**config.mk**
```make
export PLATFORM = sky130hd
export DESIGN_NAME = ifsel_ctrl
export DESIGN_NICKNAME = d
export VERILOG_FILES = /design/src/rtl/ifsel_ctrl.sv
export SDC_FILE = /design/constraint.sdc
export NUM_CORES = 1
export LEC_CHECK = 0
export ABC_AREA = 1
export BUFFER_PORTS_ARGS = -buffer_cell sky130_fd_sc_hd__buf_2
export CORE_UTILIZATION = 60
export DETAILED_ROUTE_END_ITERATION = 16
export GPL_TIMING_DRIVEN = 0
export PLACE_DENSITY = 0.95
export SYNTH_ARGS = -nofsm -noshare
export SYNTH_HDL_FRONTEND = slang
export SYNTH_SLANG_ARGS = --single-unit
export TNS_END_PERCENT = 30
```
**constraint.sdc**
```tcl
create_clock -name clk -period 2.2 [get_ports clk]
set_clock_uncertainty 0.05 [all_clocks]
set_input_delay 0.55 -clock clk [delete_from_list [all_inputs] [get_ports clk]]
set_output_delay 0.55 -clock clk [all_outputs]
set_load 0.03 [all_outputs]
```
**src/rtl/ifsel_ctrl.sv**
```systemverilog
module ifsel_ctrl #(
  parameter logic [7:0] SET_FEAT_OP  = 8'hEF,
  parameter logic [7:0] IF_FEAT_ADDR = 8'h10,
  parameter int         PARAM_BYTES  = 4,
  parameter int         CNT_W        = 16
) (
  input  logic             clk,
  input  logic             rst_n,
  input  logic             cmd_we,
  input  logic             addr_we,
  input  logic             data_we,
  input  logic [7:0]       bus_in,
  input  logic [CNT_W-1:0] itc_cycles,
  output logic             ddr_sel,
  output logic             busy
);
  localparam int PC_W = (PARAM_BYTES > 1) ? $clog2(PARAM_BYTES) : 1;
  localparam logic [PC_W-1:0] LAST_IDX = PC_W'(PARAM_BYTES - 1);

  typedef enum logic [1:0] {ST_IDLE, ST_ADDR, ST_PARAM, ST_CHANGE} st_t;

  st_t             st;
  logic [PC_W-1:0] pidx;
  logic            addr_hit;
  logic            want_ddr;
  logic [CNT_W-1:0] cnt;

  wire [CNT_W-1:0] load_cnt = (itc_cycles == '0) ? CNT_W'(1) : itc_cycles;

  assign busy = (st == ST_CHANGE);

  always_ff @(posedge clk or negedge rst_n) begin
    if (!rst_n) begin
      st       <= ST_IDLE;
      pidx     <= '0;
      addr_hit <= 1'b0;
      want_ddr <= 1'b0;
      cnt      <= '0;
      ddr_sel  <= 1'b0;
    end else begin
      case (st)
        ST_CHANGE: begin
          if (cnt == CNT_W'(1)) begin
            ddr_sel <= want_ddr;
            st      <= ST_IDLE;
          end else begin
            cnt <= cnt - CNT_W'(1);
          end
        end
        default: begin
          if (cmd_we) begin
            st   <= (bus_in == SET_FEAT_OP) ? ST_ADDR : ST_IDLE;
            pidx <= '0;
          end else if (st == ST_ADDR && addr_we) begin
            addr_hit <= (bus_in == IF_FEAT_ADDR);
            st       <= ST_PARAM;
          end else if (st == ST_PARAM && data_we) begin
            if (pidx == '0) want_ddr <= bus_in[0];
            if (pidx == LAST_IDX) begin
              st  <= addr_hit ? ST_CHANGE : ST_IDLE;
              cnt <= load_cnt;
            end else begin
              pidx <= pidx + 1'b1;
            end
          end
        end
      endcase
    end
  end
endmodule

```
==> results of run 1 <==
[metal layers]
layer | vias up | track usage | part of all wire
li1 | 918 | - | -
met1 | 798 | 0.369 | 0.44
met2 | 56 | 0.496 | 0.48
met3 | 10 | 0.0234 | 0.054
met4 | 0 | 0.0786 | 0.022
met5 | - | 0 | 0
[worst reg2reg max path, delay by kind of cell, from the launching register on]
kind          cells  cell delay [ns]
buf+inv           1             0.10
fa+ha+maj         1             0.22
flops             1             0.43
simple gates      7             0.76
[flip-flops by register name (all words and copies together), names as in the netlist]
name and count:
addr_hit 1, want_ddr 1, st 2, pidx 2, cnt 16, ddr_sel 1
[final cells by class]
type	count	area [sq um]	share of cell area
repair buffers	30	150	0.0783
inverters	31	118	0.0613
clock buffers	4	26.3	0.0137
well taps	30	37.5	0.0196
plain buffers	5	42.5	0.0222
multi-input cells	210	967	0.504
flip-flops and latches	23	577	0.301
[synth_stat cells]
cell type / n / area share
a21oi_1: 1 / 0.0029
buf_2: 2 / 0.0059
buf_6: 3 / 0.020
clkbuf_1: 1 / 0.0022
clkinv_2: 1 / 0.0029
dfrtp_1: 23 / 0.34
ha_1: 4 / 0.029
inv_1: 27 / 0.059
inv_2: 3 / 0.0066
nand2_1: 95 / 0.21
nand2_2: 3 / 0.011
nand2_4: 1 / 0.0066
nand3_1: 37 / 0.11
nand3b_1: 2 / 0.0088
nand4_1: 2 / 0.0073
nor2_1: 33 / 0.073
nor2_2: 2 / 0.0073
nor2_4: 1 / 0.0066
nor3_1: 3 / 0.0088
o21ai_0: 12 / 0.035
o21ai_1: 5 / 0.015
o21bai_1: 2 / 0.0088
o31ai_1: 1 / 0.0044
or2_2: 4 / 0.015
xnor2_1: 2 / 0.010
[final timing paths]
path	startpoint	endpoint	slack, ns	cells after the start
setup / recovery	st[0]	busy	0.18	3
hold / removal	rst_n	st[1]	0.14	1
setup reg to reg	cnt[0]	cnt[14]	0.57	9
hold reg to reg	ddr_sel	ddr_sel	0.48	2
max in group asynchronous	rst_n	st[0]	1.58	1
min in group clk	bus_in[0]	want_ddr	0.41	3
[report_power, final]
group / leakage [nW] / switching, W / total, W / internal, W
Sequential: 0.278 / 0.000000207 / 0.000423 / 0.000423
Clock: 0.0150 / 0.000134 / 0.000205 / 0.0000709
Combinational: 0.659 / 0.0000362 / 0.0000659 / 0.0000297
Total: 0.952 / 0.000171 / 0.000694 / 0.000524
[through the flow]
stage / hold slack (ns) / setup WS [ns]
after floorplan: 0.204 / 0.734
after global placement: 0.446 / 0.395
after detailed placement: 0.456 / 0.409
after CTS: 0.158 / 0.0354
after global routing: 0.183 / 0.110
final: 0.143 / 0.183
[repair_timing]
| item | CTS | global route |
|---|---|---|
| endpoints found under the setup margin | 0 | 1 |
| resized for setup | 0 | 1 |
| hold buffers | 0 | 0 |
| buffers inserted | 0 | 0 |
[kinds of logic (layout without fill, tap and decap cells)]
group,after synthesis,after routing
fa+ha+maj,4,4
simple gates,183,183
buf+inv,37,70
flops,23,23
compound gates,21,21
xor+xnor,2,2
==> results.ini, run 1 <==
[setup_path]
crit_family = buffers and inverters
cpPeakStageDelay_ns = 0.45
cp_slowest_cell = dfrtp_2
cp_max_fo = 14
arrival_ns = 1.42
critPathRequiredTime_ns = 1.60
startpoint_type = register
crit_chain = nand2_2 > inv_2 > buf_2
end_kind = primary output
critPathBufInv = 2
crit_type = reg2out

[yosys]
synth_cells = 270
synth_cell_types = 25
syn_area_per_cell_sq_um = 6.33
ys_seq_area_frac = 0.337
synth_top_family_by_area = simple AND/OR/NAND/NOR gates
syn-num-nets = 303
synth_fa_ha_area_frac = 0.0293
netlist_area_sq_um = 1710
ys_ff_latch = 23
synth-simple-area-share = 0.461
synth_xor_area_frac = 0.0103
ys_warn_count = 0
synth_compound_area_frac = 0.0659
synth_mux_area_frac = 0

[sta]
fin_crit_ns = 2.02
max_freq_mhz = 496
setup_tns_ns = 0
maxSlewViolCount = 0
rsz0062_at_grt = no
hold_violations = 0
tightestPinTransition_ns = 0.533
timing.final.crit_share = 0.917
setup_viol = 0
maxSlewHeadroom = 0.645

[layout]
fin_nets = 337
drive_gt1_frac = 0.175
design_area_sq_um = 1920
fin_util = 0.741
finalNonFillerCells = 333
mostFrequentLayoutCell = nand2_1
area_delta_synth_final_pct = 12.3
layout_common_cells = nand2_1, nand3_1, nor2_1
num-fill-cells = 222
n_antenna_cell = 0

[global_route]
grt_use_total = 0.282
antenna_found_initial = 0
grt_pass1_vias = 1646
grt_pass1_wl_mm = 6.96
grt_max_degree = 24
gr-total-overflow = 0

[power_and_ir_drop]
leakage_nw = 0.952
irDropWorstVdd_v = 0.000364
power_w = 0.000694
pwr_density_cell_nw_per_um2 = 362

[drt]
drtAntennaViolNets = 0
wl_per_cell_um = 11.7
routed_wl_mm = 3.90
drt-initial-drc-count = 102
vias = 1782
drc_errors = 0
drtPass1Iterations = 4
routed_via_density = 5.35

[die]
die_y_um = 55.4
rows = 18
initial_core_util = 0.659
dieArea_sq_um = 3060
num_io_pins = 31
die_x_um = 55.4
core-area_sq_um = 2590

[clock_network]
insertion_delay_ns = 0.32
numCtsBuffers = 3
cts.htree.levels = 1
cts_root_buffer = clkbuf_4
cts_tree = built
path_clk_slew_ns = 0.14
clockBufferDepth = 2
cts_sinks = 23

[placed_design]
placed_cells = 330
gp_congestion = 0.840
numPortBuffers = 30
placed_area_sq_um = 1900
hpwl_mm = 3.06

[min_path]
hp-class = in2async

[job]
maxCapViolCount = 0

[status]
status = finished, final reports clean

Power figures use the tool's default switching activity.
==> run 2, diff against run 1 <==
--- a/config.mk
+++ b/config.mk
@@ -10,6 +10,7 @@
 export CORE_UTILIZATION = 60
 export DETAILED_ROUTE_END_ITERATION = 16
 export GPL_TIMING_DRIVEN = 0
+export MAX_ROUTING_LAYER = met4
 export PLACE_DENSITY = 0.95
 export SYNTH_ARGS = -nofsm -noshare
 export SYNTH_HDL_FRONTEND = slang
==> run 2 against run 1 <==
Against the previous run: critical path depth unchanged; sequential cell count unchanged; non-clock buffer count unchanged; sequential power about the same; worst hold slack worse by 0.00092 ns; power down 0.35%; cell count unchanged; first-iteration DRC count up 24%; largest power group unchanged.
==> results.ini, run 2 (same netlist as run 1, synthesis figures left out) <==
[clock_network]
insertion_delay_ns = 0.31
cts_tree = built
cts_hold_buf = 0
clockBufferDepth = 2
cts_setup_buffers = 0
numCtsBuffers = 3
cts.htree.levels = 1
path_clk_slew_ns = 0.13
cts_root_buffer = clkbuf_4
cts_sinks = 23

[placed_design]
gp_congestion = 0.853
numPortBuffers = 30
hpwl_mm = 3.06
pre_cts_ws_ns = 0.409

[global_route]
grt_max_degree = 24
grt_pass1_vias = 1644
grt_use_total = 0.290
grt_pass1_wl_mm = 6.98
antenna_found_initial = 0
gr-total-overflow = 0

[layout]
n_antenna_cell = 0
largestRegisters = cnt (16), pidx (2), st (2)
area_delta_synth_final_pct = 12.3
largest_reg_flops = 16
top_register = cnt
drive_gt1_frac = 0.175
layout_common_cells = nand2_1, nand3_1, nor2_1
mostFrequentLayoutCell = nand2_1
fin_nets = 337

[sta]
setup_viol = 0
rsz0062_at_grt = no
timing.final.crit_share = 0.912
setup_tns_ns = 0
fin_crit_ns = 2.01
max_freq_mhz = 498
maxSlewViolCount = 0
tightestPinTransition_ns = 0.528
hold_violations = 0
post-route-worst-setup-slack_ns = 0.193
maxSlewHeadroom = 0.648

[power_and_ir_drop]
pwr_density_cell_nw_per_um2 = 361
irDropWorstVdd_v = 0.000365
leakage_nw = 0.952

[setup_path]
worstReg2RegStart = cnt[0]
cp_slowest_cell = dfrtp_2
crit_family = buffers and inverters
crit_chain = nand2_2 > inv_2 > buf_2
cpPeakStageDelay_ns = 0.45
startpoint_type = register
cp_max_fo = 14
crit_start = st[0]
critPathRequiredTime_ns = 1.60
arrival_ns = 1.41
critPathBufInv = 2
end_kind = primary output
crit_type = reg2out

[drt]
drtPass1Iterations = 4
routed_wl_mm = 3.92
wl_per_cell_um = 11.8
vias = 1762
drtAntennaViolNets = 0
routed_via_density = 5.29
drc_errors = 0
drt-initial-drc-count = 126

[die]
die_y_um = 55.4
die_x_um = 55.4
dieArea_sq_um = 3060
initial_core_util = 0.659
core-area_sq_um = 2590
num_io_pins = 31
rows = 18

[status]
status = finished, final reports clean

[job]
maxCapViolCount = 0

[min_path]
hp-class = in2async

[run 2: cell counts in the layout (fill, tap and decap cells not counted)]
No cell type changed its count.
[run 2: repair_timing]
item / in CTS / in global routing
setup endpoints to repair: 0 / 1
resized for setup: 0 / 1
hold endpoints to repair: 0 / 0
[run 2: metrics by stage]
stage	util	power, W	hold WS (ns)	cells	cell area (sq um)
6_report	0.741	0.000692	0.142	333	1920
3_5_place_dp	0.732	0.000497	0.456	330	1900
3_3_place_gp	0.732	0.000495	0.446	330	1900
4_1_cts	0.742	0.000694	0.158	334	1920
5_1_grt	0.741	0.000716	0.181	333	1920
2_1_floorplan	-	0.000456	0.204	270	1710
[run 2: path summary, 6_finish.rpt]
| path | endpoint | slack (ns) | cells past startpoint |
|---|---|---|---|
| max in group asynchronous | st[0] | 1.58 | 1 |
| min | cnt[6] | 0.14 | 1 |
| min in group clk | want_ddr | 0.42 | 3 |
| max | busy | 0.19 | 3 |
| max reg2reg | cnt[14] | 0.56 | 9 |
| min reg2reg | ddr_sel | 0.48 | 2 |
[run 2: final cells by class]
type / instances / area [sq um]
Buffer: 5 / 42.5
Clock buffer: 4 / 26.3
Inverter: 31 / 118
Timing Repair Buffer: 30 / 150
Multi-Input combinational cell: 210 / 967
Sequential cell: 23 / 577
Tap cell: 30 / 37.5
Fill cell: 222 / 672
[run 2: layer usage]
metal,global-route usage,share of wire
met1,0.371,0.45
met2,0.496,0.49
met3,0.0234,0.040
met4,0.0786,0.018
met5,-,0
[run 2: where the power goes]
part / total [W] / switching [W] / internal [W]
combinational: 0.0000658 / 0.0000361 / 0.0000297
clock: 0.000203 / 0.000132 / 0.0000708
sequential: 0.000423 / 0.000000206 / 0.000423
